==> config.mk <==
export PLATFORM = sky130hd
export DESIGN_NAME = mbit_trace_mon
export DESIGN_NICKNAME = d
export VERILOG_FILES = /design/src/rtl/mbt_pkg.sv /design/src/rtl/mbt_cfg_regs.sv /design/src/rtl/mbt_pattern.sv /design/src/rtl/mbt_emit.sv /design/src/rtl/mbit_trace_mon.sv
export SDC_FILE = /design/constraint.sdc
export NUM_CORES = 1
export LEC_CHECK = 0
export CAP_MARGIN = 10
export CORE_MARGIN = 2
export CORE_UTILIZATION = 49
export DETAILED_ROUTE_END_ITERATION = 10
export HOLD_SLACK_MARGIN = 0.06
export PLACE_DENSITY = 0.81
export SKIP_CTS_REPAIR_TIMING = 1
export SYNTH_ARGS = -nofsm -noshare
export SYNTH_HDL_FRONTEND = slang
export SYNTH_SLANG_ARGS = --single-unit
export TNS_END_PERCENT = 50
==> constraint.sdc <==
create_clock -name clk -period 1.8 [get_ports clk]
set_input_delay 0.36 -clock clk [delete_from_list [all_inputs] [get_ports clk]]
set_output_delay 0.36 -clock clk [all_outputs]
set_load 0.05 [all_outputs]
==> src/rtl/mbt_pkg.sv <==
package mbt_pkg;
    timeunit 1ns;
    timeprecision 1ps;

    localparam int PATT_W = 64;
    localparam int WORD_W = 32;
    localparam int ADDR_W = 3;

    // register select values
    localparam logic [ADDR_W-1:0] REG_CTRL   = 3'd0;
    localparam logic [ADDR_W-1:0] REG_PAT_LO = 3'd1;
    localparam logic [ADDR_W-1:0] REG_PAT_HI = 3'd2;
    localparam logic [ADDR_W-1:0] REG_MSK_LO = 3'd3;
    localparam logic [ADDR_W-1:0] REG_MSK_HI = 3'd4;

    // control word bit positions
    localparam int B_RUN  = 0;
    localparam int B_CHG  = 1;
    localparam int B_PTS  = 2;
    localparam int B_TTS  = 3;
    localparam int B_ATS  = 4;
    localparam int B_OCLR = 5;

    typedef struct packed {
        logic run;
        logic on_change;
        logic pat_ts;
        logic trig_ts;
        logic all_ts;
    } ctrl_t;

    typedef struct packed {
        logic [PATT_W-1:0] value;
        logic [PATT_W-1:0] mask;
    } patt_t;

    typedef struct packed {
        logic hit;
        logic fire;
    } match_t;

    function automatic bit width_ok(int w);
        return (w == 8) || (w == 32) || (w == 64);
    endfunction

    function automatic logic ts_request(ctrl_t c, match_t m);
        return c.all_ts | (c.pat_ts & m.hit) | (c.trig_ts & m.fire);
    endfunction

    function automatic logic [PATT_W-1:0] put_word(logic [PATT_W-1:0] old,
                                                   logic [WORD_W-1:0] w,
                                                   logic upper);
        logic [PATT_W-1:0] r;
        r = old;
        if (upper) r[PATT_W-1:WORD_W] = w;
        else       r[WORD_W-1:0]      = w;
        return r;
    endfunction
endpackage

==> src/rtl/mbt_cfg_regs.sv <==
module mbt_cfg_regs
    import mbt_pkg::*;
(
    input  logic              clk,
    input  logic              rst,
    input  logic              we,
    input  logic [ADDR_W-1:0] addr,
    input  logic [WORD_W-1:0] wdata,
    output ctrl_t             ctrl,
    output patt_t             patt,
    output logic              ovf_clr
);
    timeunit 1ns;
    timeprecision 1ps;

    logic locked;
    assign locked  = ctrl.run;
    assign ovf_clr = we && (addr == REG_CTRL) && wdata[B_OCLR];

    always_ff @(posedge clk) begin
        if (rst) begin
            ctrl <= '0;
            patt <= '0;
        end else if (we) begin
            case (addr)
                REG_CTRL: begin
                    ctrl.run     <= wdata[B_RUN];
                    ctrl.pat_ts  <= wdata[B_PTS];
                    ctrl.trig_ts <= wdata[B_TTS];
                    ctrl.all_ts  <= wdata[B_ATS];
                    if (!locked) ctrl.on_change <= wdata[B_CHG];
                end
                REG_PAT_LO: if (!locked) patt.value <= put_word(patt.value, wdata, 1'b0);
                REG_PAT_HI: if (!locked) patt.value <= put_word(patt.value, wdata, 1'b1);
                REG_MSK_LO: if (!locked) patt.mask  <= put_word(patt.mask,  wdata, 1'b0);
                REG_MSK_HI: if (!locked) patt.mask  <= put_word(patt.mask,  wdata, 1'b1);
                default: ;
            endcase
        end
    end


    locked_cfg_chk: assert property (@(posedge clk) disable iff (rst)
        ctrl.run |=> ($stable(patt) && $stable(ctrl.on_change)));
endmodule

==> src/rtl/mbt_pattern.sv <==
module mbt_pattern
    import mbt_pkg::*;
#(
    parameter int ELEM_W = 64
) (
    input  logic              clk,
    input  logic              rst,
    input  ctrl_t             ctrl,
    input  patt_t             patt,
    input  logic [ELEM_W-1:0] smp,
    output match_t            ev,
    output logic              trig_pulse
);
    timeunit 1ns;
    timeprecision 1ps;

    localparam int LANE_W = 8;
    localparam int LANES  = ELEM_W / LANE_W;

    logic [LANES-1:0] lane_ok;
    logic             hit_q;

    for (genvar g = 0; g < LANES; g++) begin : g_lane
        localparam int LO = g * LANE_W;
        assign lane_ok[g] =
            ((smp[LO +: LANE_W] ^ patt.value[LO +: LANE_W]) & patt.mask[LO +: LANE_W]) == '0;
    end

    assign ev.hit  = ctrl.run && (&lane_ok);
    assign ev.fire = ev.hit && !hit_q;

    always_ff @(posedge clk) begin
        if (rst) begin
            hit_q      <= 1'b0;
            trig_pulse <= 1'b0;
        end else begin
            hit_q      <= ev.hit;
            trig_pulse <= ev.fire;
        end
    end


    trig_single_chk: assert property (@(posedge clk) disable iff (rst)
        trig_pulse |=> !trig_pulse);


    trig_idle_chk: assert property (@(posedge clk) disable iff (rst)
        !ctrl.run |=> !trig_pulse);
endmodule

==> src/rtl/mbt_emit.sv <==
module mbt_emit
    import mbt_pkg::*;
#(
    parameter int ELEM_W = 64
) (
    input  logic              clk,
    input  logic              rst,
    input  ctrl_t             ctrl,
    input  logic [ELEM_W-1:0] smp,
    input  match_t            ev,
    input  logic              ovf_clr,
    input  logic              out_ready,
    output logic              out_valid,
    output logic [ELEM_W-1:0] out_data,
    output logic              out_ts,
    output logic              overflow
);
    timeunit 1ns;
    timeprecision 1ps;

    logic [ELEM_W-1:0] prev_q;
    logic              first_q;
    logic              want, room, load, lost;

    assign want = ctrl.run && (!ctrl.on_change || first_q || (smp != prev_q));
    assign room = !out_valid || out_ready;
    assign load = want && room;
    assign lost = want && !room;

    always_ff @(posedge clk) begin
        if (rst) begin
            prev_q    <= '0;
            first_q   <= 1'b1;
            out_valid <= 1'b0;
            out_data  <= '0;
            out_ts    <= 1'b0;
            overflow  <= 1'b0;
        end else begin
            first_q <= !ctrl.run;
            if (ctrl.run) prev_q <= smp;
            if (load) begin
                out_valid <= 1'b1;
                out_data  <= smp;
                out_ts    <= ts_request(ctrl, ev);
            end else if (out_valid && out_ready) begin
                out_valid <= 1'b0;
            end
            if (lost)         overflow <= 1'b1;
            else if (ovf_clr) overflow <= 1'b0;
        end
    end


    hold_pending_chk: assert property (@(posedge clk) disable iff (rst)
        (out_valid && !out_ready) |=> (out_valid && $stable(out_data) && $stable(out_ts)));


    ovf_sticky_chk: assert property (@(posedge clk) disable iff (rst)
        (overflow && !ovf_clr) |=> overflow);


    ovf_raise_chk: assert property (@(posedge clk) disable iff (rst)
        (out_valid && !out_ready && want) |=> overflow);


    no_repeat_chk: assert property (@(posedge clk) disable iff (rst)
        (ctrl.run && ctrl.on_change && !first_q && (smp == prev_q) && (!out_valid || out_ready))
        |=> !out_valid);


    cont_load_chk: assert property (@(posedge clk) disable iff (rst)
        (ctrl.run && !ctrl.on_change && (!out_valid || out_ready))
        |=> (out_valid && out_data == $past(smp)));


    ts_all_chk: assert property (@(posedge clk) disable iff (rst)
        (ctrl.all_ts && want && (!out_valid || out_ready)) |=> (out_valid && out_ts));
endmodule

==> src/rtl/mbit_trace_mon.sv <==
module mbit_trace_mon
    import mbt_pkg::*;
#(
    parameter int ELEM_W = 64
) (
    input  logic              clk,
    input  logic              rst,
    input  logic [ELEM_W-1:0] smp_in,
    input  logic              cfg_we,
    input  logic [2:0]        cfg_addr,
    input  logic [31:0]       cfg_wdata,
    input  logic              elem_ready,
    output logic              elem_valid,
    output logic [ELEM_W-1:0] elem_data,
    output logic              elem_ts,
    output logic              trig_pulse,
    output logic              overflow
);
    timeunit 1ns;
    timeprecision 1ps;

    if (!width_ok(ELEM_W)) begin : g_bad_width
        $error("ELEM_W must be 8, 32 or 64");
    end

    ctrl_t  ctrl;
    patt_t  patt;
    match_t ev;
    logic   ovf_clr;

    mbt_cfg_regs u_cfg (
        .clk     (clk),
        .rst     (rst),
        .we      (cfg_we),
        .addr    (cfg_addr),
        .wdata   (cfg_wdata),
        .ctrl    (ctrl),
        .patt    (patt),
        .ovf_clr (ovf_clr)
    );

    mbt_pattern #(.ELEM_W(ELEM_W)) u_pat (
        .clk        (clk),
        .rst        (rst),
        .ctrl       (ctrl),
        .patt       (patt),
        .smp        (smp_in),
        .ev         (ev),
        .trig_pulse (trig_pulse)
    );

    mbt_emit #(.ELEM_W(ELEM_W)) u_emit (
        .clk       (clk),
        .rst       (rst),
        .ctrl      (ctrl),
        .smp       (smp_in),
        .ev        (ev),
        .ovf_clr   (ovf_clr),
        .out_ready (elem_ready),
        .out_valid (elem_valid),
        .out_data  (elem_data),
        .out_ts    (elem_ts),
        .overflow  (overflow)
    );


    reset_quiet_chk: assert property (@(posedge clk)
        rst |=> (!elem_valid && !trig_pulse && !overflow));
endmodule

==> results.toml, run 1 <==
[cells_and_area]
final_cell_mix = "262 x dfxtp_1, 229 x nand2_1, 187 x buf_4, 135 x nand2b_1, 132 x mux2i_1"
final_common_cell = "dfxtp_1"
finalNetCount = 1665
drive_above_1_share_pct = 17.9
n_antenna_cell = 0
synthToLayoutAreaGrowth_pct = 34.1
fin_util_pct = 66.6

[setup_path]
rrSetupSlack_ns = -0.22
cpMaxStageDelayCell = "clkdlybuf4s50_1"
critPathMaxFanout = 7
timing.rr.end = "u_emit.out_data[40]$_SDFFE_PP0P_"
crit_family = "buffers and inverters"
reg2reg_depth = 9
critPathBufInv = 4
r2r_start = "u_emit.prev_q[57]$_SDFFE_PP0P_"
cp.required_ns = 2.23
critPathArrivalTime_ns = 2.46
max_stage_delay_ns = 0.46
start_kind = "primary input"
cp_cell_sequence = "clkdlybuf4s50_1 > xnor2_1 > o221ai_1 > a2111oi_2 > buf_4 > and3_4 > a21oi_4 > buf_6 > buf_8 > mux2i_1"
end_kind = "flip-flop"
path_class = "in -> reg"

[sta]
relSlewSlack_pct = 71.0
hold_viol = 0
post-route-period-util_pct = 113
tightest_slew_ns = 0.435
skew_ns = 0.0147
setup_viol = 67
slew_violations = 0
rsz0062_at_grt = "true"
layout_setup_ws_ns = -0.233
max_freq_ghz = 0.492
period_needed_ns = 2.03

[outcome]
violations = "setup timing"
status = "finished, violations left"

[pwr]
peakVddDrop_mv = 0.588
p_per_area_nw_per_um2 = 855
p_leak_nw = 5.87

[global_route]
track_usage_pct = 29.9
grt.busiest_layer = "met2"
use_met3_pct = 4.54
grt_pass1_vias = 9922
grt_antenna_before_repair = 0
grtUsageMet2_pct = 48.7
grtUsageMet1_pct = 40.5
grt_pass1_wl_um = 56700
grt_max_degree = 60
grt-ovfl-total = 0

[logic_synthesis]
synth.yosys.warnings = 0
synth_area_per_cell_um2 = 8.89
synth_seq_area_share_pct = 46.1
ys_types = 39
ys_ff_latch = 267
synth_nets = 1408
synth_cells = 1305
synth_flop_cell = "dfxtp_1"
async_flop_share_pct = 0
synth_edf_count = 0
synth_area_um2 = 11600

[detailed_routing]
first_iter_violations = 1085
ant_nets = 0
via_per_inst = 5.50
wirelength_um = 38100
drc_errors = 0
firstDrtPassIters = 7
wl_per_cell_um = 20.0
vias = 10450

[cts]
cts_tree = "yes"
h-tree-depth = 1
clk_pin_slew_worst_paths_ns = 0.06
clock_sinks = 267
root_buffer = "clkbuf_16"
cts_made_buffers = 28
insertion_delay_ns = 0.54
clockBufferDepth = 3

[placement]
dpl_worst_slack_ns = -0.961
port_buffers = 170
dp_hpwl_um = 27400
gp_congestion = 0.915

[min_path]
whs_path_depth = 3
min-delay-start = "smp_in[54]"
min_path_type = "in -> reg"
min_to = "u_emit.out_data[54]$_SDFFE_PP0P_"

[die]
core_region_area_um2 = 23300
die_w_um = 158
fp.dieArea_um2 = 24900
rows = 56
die_h_um = 158
start_util_pct = 49.7
ios = 171

[flow_run]
maxCapViolCount = 0
[worst max-delay path by stage]
stage	startpoint	endpoint	slack (ns)	cells after the start
2_1_floorplan	u_emit.first_q$_SDFF_PP1_	u_emit.out_data[0]$_SDFFE_PP0P_	-0.03	8
3_3_place_gp	smp_in[47]	u_emit.out_data[61]$_SDFFE_PP0P_	-0.89	9
3_5_place_dp	smp_in[47]	u_emit.out_data[39]$_SDFFE_PP0P_	-0.96	9
4_1_cts	u_emit.prev_q[47]$_SDFFE_PP0P_	u_emit.out_data[1]$_SDFFE_PP0P_	-0.48	8
5_1_grt	u_emit.prev_q[54]$_SDFFE_PP0P_	u_emit.out_data[40]$_SDFFE_PP0P_	-0.28	8
6_report	smp_in[57]	u_emit.out_data[40]$_SDFFE_PP0P_	-0.23	10
[synthesized netlist by cell type, drive strengths merged (18+ instances only)]
cell / number / share of area, %
nand4: 18 / 0.97
xnor2: 50 / 3.8
dfxtp: 267 / 46
clkbuf: 69 / 2.2
nand2b: 135 / 7.3
a22oi: 26 / 1.7
nor2: 74 / 2.4
nand2: 229 / 7.4
mux2i: 133 / 11
a21oi: 129 / 5.6
xor2: 66 / 5.0
nand3: 35 / 1.5
[where the power goes]
group	total (mW)	leakage, nW	switching [mW]	internal, mW
logic	1.55	3.27	0.845	0.701
registers	6.09	2.16	0.0748	6.02
clock network	5.66	0.442	2.31	3.35
total	13.3	5.87	3.23	10.1
[sequential cells by signal, indices dropped and copies added (netlist names)]
| name | cells |
|---|---|
| u_cfg.patt | 128 |
| u_cfg.ctrl | 4 |
| u_pat.hit_q | 1 |
| u_emit.prev_q | 64 |
| u_pat.trig_pulse | 1 |
| u_cfg.locked | 1 |
| u_emit.out_data | 64 |
| u_emit.out_valid | 1 |
| u_emit.out_ts | 1 |
| u_emit.first_q | 1 |
| u_emit.overflow | 1 |
[area by class of cell]
cell class                      instances  area (µm²)
Tap cell                              319         399
Clock buffer                           41         801
Fill cell                            1845        7780
Clock inverter                          8        93.8
Sequential cell                       267        5350
Multi-Input combinational cell        948        6050
Timing Repair Buffer                  308        2810
Inverter                                9        36.3
[per-stage QoR]
| step | TNS, ns | hold WS [ns] | instance area, µm² | instances | power [mW] |
|---|---|---|---|---|---|
| 2_1_floorplan | -1.61 | 0.400 | 11600 | 1305 | 6.83 |
| 3_3_place_gp | -69.53 | 0.406 | 14400 | 1848 | 7.68 |
| 3_5_place_dp | -75.91 | 0.410 | 14400 | 1848 | 7.70 |
| 4_1_cts | -29.43 | 0.279 | 15300 | 1897 | 13.3 |
| 5_1_grt | -16.67 | 0.215 | 15500 | 1900 | 13.6 |
| 6_report | -13.17 | 0.206 | 15500 | 1900 | 13.3 |
[cells by family (layout without fill, tap and decap cells)]
| logic type | Yosys count | after routing | share of synthesized area [%] |
|---|---|---|---|
| AOI/OAI and AO/OA | 176 | 176 | 8.85 |
| xor gates and xnor gates | 116 | 116 | 8.76 |
| buffers and inverters | 90 | 366 | 3.41 |
| DFF | 267 | 267 | 46.1 |
| muxes | 133 | 133 | 11.5 |
| and+or+nand+nor | 523 | 523 | 21.4 |
[layer usage]
layer  wire length [µm]  share of wire (%)
met1              15600                 41
met2              17400                 46
met3               3500                9.2
met4               1520                4.0
met5                  0                  0
[tightest hold or removal path, cell delays in order]
cell and delay, ns:
dlymetal6s2s_1 0.18, nand2b_1 0.10, mux2i_1 0.06
(Power assumes the default switching activity.)
==> run 2, diff against run 1 <==
--- a/config.mk
+++ b/config.mk
@@ -6,10 +6,12 @@
 export NUM_CORES = 1
 export LEC_CHECK = 0
 export CAP_MARGIN = 10
+export CELL_PAD_IN_SITES_DETAIL_PLACEMENT = 0
+export CELL_PAD_IN_SITES_GLOBAL_PLACEMENT = 1
 export CORE_MARGIN = 2
-export CORE_UTILIZATION = 49
+export CORE_UTILIZATION = 37
+export CTS_CLUSTER_SIZE = 28
 export DETAILED_ROUTE_END_ITERATION = 10
-export HOLD_SLACK_MARGIN = 0.06
 export PLACE_DENSITY = 0.81
 export SKIP_CTS_REPAIR_TIMING = 1
 export SYNTH_ARGS = -nofsm -noshare
==> results.toml, run 2 (same netlist as run 1, synthesis figures left out) <==
[outcome]
status = "finished, violations left"
violations = "setup timing"

[detailed_routing]
vias = 10117
via_per_inst = 5.11
drc_errors = 0
wirelength_um = 38300
first_iter_violations = 949
firstDrtPassIters = 7
ant_nets = 0
wl_per_cell_um = 19.3

[die]
rows = 64
core_region_area_um2 = 30700
die_w_um = 181
ios = 171
start_util_pct = 37.7
die_h_um = 181
fp.dieArea_um2 = 32800

[cells_and_area]
synthToLayoutAreaGrowth_pct = 35.4
finalNetCount = 1665
reg_top3 = "u_cfg.patt: 128 flops, u_emit.out_data: 64 flops, u_emit.prev_q: 64 flops"
drive_above_1_share_pct = 18.9
n_antenna_cell = 0
largest_reg_flops = 128
top_register = "u_cfg.patt"
final_common_cell = "dfxtp_1"
final_cell_mix = "260 x dfxtp_1, 229 x nand2_1, 191 x buf_4, 135 x nand2b_1, 133 x mux2i_1"

[pwr]
p_per_area_nw_per_um2 = 846
peakVddDrop_mv = 0.699
power_mw = 13.3
p_leak_nw = 5.93

[sta]
skew_ns = 0.0157
period_needed_ns = 2.01
hold_viol = 0
setup_viol = 67
relSlewSlack_pct = 69.9
max_freq_ghz = 0.497
slew_violations = 0
tightest_slew_ns = 0.451
layout_setup_ws_ns = -0.211
post-route-period-util_pct = 112
fin_setup_tns_ns = -12.89
rsz0062_at_grt = "true"

[global_route]
grt_max_degree = 62
grt_pass1_vias = 9323
track_usage_pct = 22.5
grt-ovfl-total = 0
grt_antenna_before_repair = 0
grt_pass1_wl_um = 56800

[placement]
dp_hpwl_um = 27700
gp_congestion = 0.896
port_buffers = 170

[cts]
root_buffer = "clkbuf_16"
h-tree-depth = 1
cts_made_buffers = 29
clk_pin_slew_worst_paths_ns = 0.06
insertion_delay_ns = 0.55
clock_sinks = 267
clockBufferDepth = 3
cts_tree = "yes"

[min_path]
min-delay-start = "smp_in[59]"
min_to = "u_emit.prev_q[59]$_SDFFE_PP0P_"
whs_path_depth = 3
min_path_type = "in -> reg"

[setup_path]
end_kind = "flip-flop"
r2r_start = "u_emit.prev_q[21]$_SDFFE_PP0P_"
timing.rr.end = "u_emit.out_data[35]$_SDFFE_PP0P_"
path_class = "reg -> reg"
reg2reg_depth = 7
cp-startpoint = "u_emit.prev_q[21]$_SDFFE_PP0P_"
start_kind = "flip-flop"
cp.required_ns = 2.23
critPathMaxFanout = 19
critPathArrivalTime_ns = 2.44
rrSetupSlack_ns = -0.21

[flow_run]
maxCapViolCount = 0
## run 2: power by group
| group | internal (mW) | total (mW) | switching, mW |
|---|---|---|---|
| clock | 3.29 | 5.67 | 2.38 |
| combinational | 0.701 | 1.54 | 0.835 |
| sequential | 6.02 | 6.09 | 0.0737 |
## run 2: layer usage
metal / GRT usage, % / wire [µm] / share of wire [%]
met2: 35.1 / 17000 / 44
met4: 6.15 / 1000 / 2.6
met1: 32.5 / 17600 / 46
met3: 3.25 / 2720 / 7.1
met5: 0 / 0 / 0
## run 2: worst max-delay path by stage
stage                     slack, ns                               end  depth (start not counted)
after global routing          -0.26  u_emit.out_data[22]$_SDFFE_PP0P_                          8
final                         -0.21  u_emit.out_data[35]$_SDFFE_PP0P_                          7
after detailed placement      -1.04   u_emit.out_data[9]$_SDFFE_PP0P_                          9
after global placement        -0.99   u_emit.out_data[1]$_SDFFE_PP0P_                          9
after CTS                     -0.50   u_emit.out_data[9]$_SDFFE_PP0P_                          9
after floorplan               -0.03   u_emit.out_data[0]$_SDFFE_PP0P_                          8
## run 2: area by class of cell
| cell class | count | area [µm²] |
|---|---|---|
| inverter | 9 | 36.3 |
| clock inverter | 8 | 43.8 |
| clock buffer | 45 | 866 |
| tap | 396 | 495 |
| fill | 2907 | 15000 |
| sequential | 267 | 5360 |
| timing repair buffer | 307 | 2780 |
| multi-input combinational | 948 | 6130 |
## run 2: per-stage QoR
stage	cells	hold WS [ns]	util [%]	instance area, µm²	setup WS [ns]
finish	1980	0.185	51.1	15700	-0.211
global route	1980	0.199	51.1	15700	-0.260
CTS	1976	0.240	49.9	15400	-0.503
detailed placement	1923	0.415	47.0	14400	-1.04
global placement	1923	0.422	47.0	14400	-0.990
floorplan	1305	0.400	-	11600	-0.0279
## run 2: worst max-delay path, stage by stage, from the launching register on
cell and delay (ns):
dfxtp_2 0.33, xnor2_1 0.16, nand4_1 0.27, nor4_4 0.41
and3_4 0.26, a21oi_4 0.10, clkbuf_16 0.22, mux2i_1 0.13
==> run 3, diff against run 2 <==
--- a/config.mk
+++ b/config.mk
@@ -7,9 +7,9 @@
 export LEC_CHECK = 0
 export CAP_MARGIN = 10
 export CELL_PAD_IN_SITES_DETAIL_PLACEMENT = 0
-export CELL_PAD_IN_SITES_GLOBAL_PLACEMENT = 1
+export CELL_PAD_IN_SITES_GLOBAL_PLACEMENT = 2
 export CORE_MARGIN = 2
-export CORE_UTILIZATION = 37
+export CORE_UTILIZATION = 30
 export CTS_CLUSTER_SIZE = 28
 export DETAILED_ROUTE_END_ITERATION = 10
 export PLACE_DENSITY = 0.81
==> results.toml, run 3 (same netlist as run 1, synthesis figures left out) <==
[outcome]
status = "finished, violations left"
violations = "setup timing"

[cells_and_area]
finalNetCount = 1684
nFillCells = 3806
top_register = "u_cfg.patt"
n_antenna_cell = 0
final_cell_mix = "264 x dfxtp_1, 229 x nand2_1, 198 x buf_4, 135 x nand2b_1, 132 x mux2i_1"
final_common_cell = "dfxtp_1"
reg_top3 = "u_cfg.patt: 128 flops, u_emit.out_data: 64 flops, u_emit.prev_q: 64 flops"
drive_above_1_share_pct = 19.3
synthToLayoutAreaGrowth_pct = 39.1
largest_reg_flops = 128
fin_cells = 2123

[pwr]
p_leak_nw = 6.06
peakVddDrop_mv = 0.637
p_per_area_nw_per_um2 = 869

[detailed_routing]
first_iter_violations = 692
vias = 9975
wirelength_um = 42100
wl_per_cell_um = 19.8
ant_nets = 0
firstDrtPassIters = 4
via_per_inst = 4.70
drc_errors = 0

[placement]
dp_cells = 2057
gp_congestion = 0.875
dp_hpwl_um = 30200
port_buffers = 170

[sta]
slew_violations = 0
post-route-period-util_pct = 114
period_needed_ns = 2.05
setup_viol = 68
hold_slack_ns = 0.202
skew_ns = 0.0118
rsz0062_at_grt = "true"
fin_setup_tns_ns = -15.05
max_freq_ghz = 0.488
hold_viol = 0
relSlewSlack_pct = 67.4
tightest_slew_ns = 0.489
layout_setup_ws_ns = -0.251

[min_path]
min_to = "u_emit.out_data[31]$_SDFFE_PP0P_"
whs_path_depth = 3
min_path_type = "in -> reg"
min-delay-start = "smp_in[31]"

[cts]
cts_made_buffers = 31
clock_sinks = 267
cts_tree = "yes"
insertion_delay_ns = 0.57
h-tree-depth = 1
clk_pin_slew_worst_paths_ns = 0.06
root_buffer = "clkbuf_16"
clockBufferDepth = 3

[global_route]
track_usage_pct = 20.1
grt_pass1_vias = 9692
grt_max_degree = 47
grt_antenna_before_repair = 0
grt_pass1_wl_um = 61500
grt-ovfl-total = 0

[die]
rows = 72
start_util_pct = 30.2
core_region_area_um2 = 38400
die_w_um = 201
fp.dieArea_um2 = 40300
ios = 171
die_h_um = 201

[flow_run]
maxCapViolCount = 0

[setup_path]
cp.required_ns = 2.25
r2r_start = "u_emit.prev_q[33]$_SDFFE_PP0P_"
timing.rr.end = "u_emit.out_data[17]$_SDFFE_PP0P_"
critPathMaxFanout = 7
critPathArrivalTime_ns = 2.50
rrSetupSlack_ns = -0.22
start_kind = "primary input"
reg2reg_depth = 8
end_kind = "flip-flop"
path_class = "in -> reg"
## run 3: changes by cell type in the layout (fill, tap and decap cells not counted), moves of 3 or more
cell / previous run / this run
dfxtp_2: 6 / 2
xnor2_1: 36 / 44
clkbuf_16: 30 / 35
clkinv_2: 7 / 4
buf_6: 1 / 6
clkbuf_8: 9 / 13
dfxtp_1: 260 / 264
xnor2_2: 13 / 6
buf_4: 191 / 198
## run 3: metrics by stage
step           util (%)  power [mW]  setup slack (ns)  area (µm²)
2_1_floorplan         -        6.83           -0.0279       11600
3_3_place_gp       38.3        7.76            -0.945       14700
3_5_place_dp       38.3        7.76             -1.05       14700
4_1_cts            41.0        14.1            -0.450       15700
5_1_grt            42.1        14.5            -0.326       16100
6_report           42.1        14.0            -0.251       16100
## run 3: worst max-delay path by stage
stage	from	slack (ns)	depth (start not counted)	end
detailed placement	smp_in[54]	-1.05	9	u_emit.out_data[5]$_SDFFE_PP0P_
finish	smp_in[13]	-0.25	9	u_emit.out_data[17]$_SDFFE_PP0P_
floorplan	u_emit.first_q$_SDFF_PP1_	-0.03	8	u_emit.out_data[0]$_SDFFE_PP0P_
CTS	smp_in[54]	-0.45	9	u_emit.out_data[59]$_SDFFE_PP0P_
global route	smp_in[13]	-0.33	9	u_emit.out_data[17]$_SDFFE_PP0P_
global placement	smp_in[54]	-0.95	9	u_emit.out_data[54]$_SDFFE_PP0P_
## run 3: per-layer routing
metal  global-route usage (%)  part of all wire (%)  vias up
li1                         -                     -     4902
met1                     28.2                    48     4760
met2                     31.6                    44      262
met3                     3.69                   5.1       51
met4                     5.48                   2.7        0
met5                        0                     0        -
## run 3: worst max-delay path, stage by stage
cell             delay, ns
clkdlybuf4s50_1       0.60
inv_1                 0.11
a2111o_1              0.48
nor4_4                0.18
and3_4                0.24
a21oi_4               0.07
buf_12                0.15
clkbuf_16             0.17
mux2i_1               0.12
## run 3: layout make-up
| type | count | area [µm²] | share of cell area (%) |
|---|---|---|---|
| clock buffers | 50 | 967 | 5.99 |
| clock inverters | 7 | 67.6 | 0.419 |
| inverters | 9 | 36.3 | 0.225 |
| multi-input cells | 948 | 6070 | 37.6 |
| flip-flops and latches | 267 | 5350 | 33.2 |
| well taps | 518 | 648 | 4.02 |
| repair buffers | 324 | 3000 | 18.6 |
## run 3: power by group
part           internal [mW]  switching (mW)  leakage (nW)
clock network           3.79            2.56         0.515
registers               6.02          0.0697          2.16
logic                  0.723           0.871          3.38
total                   10.5            3.50          6.06
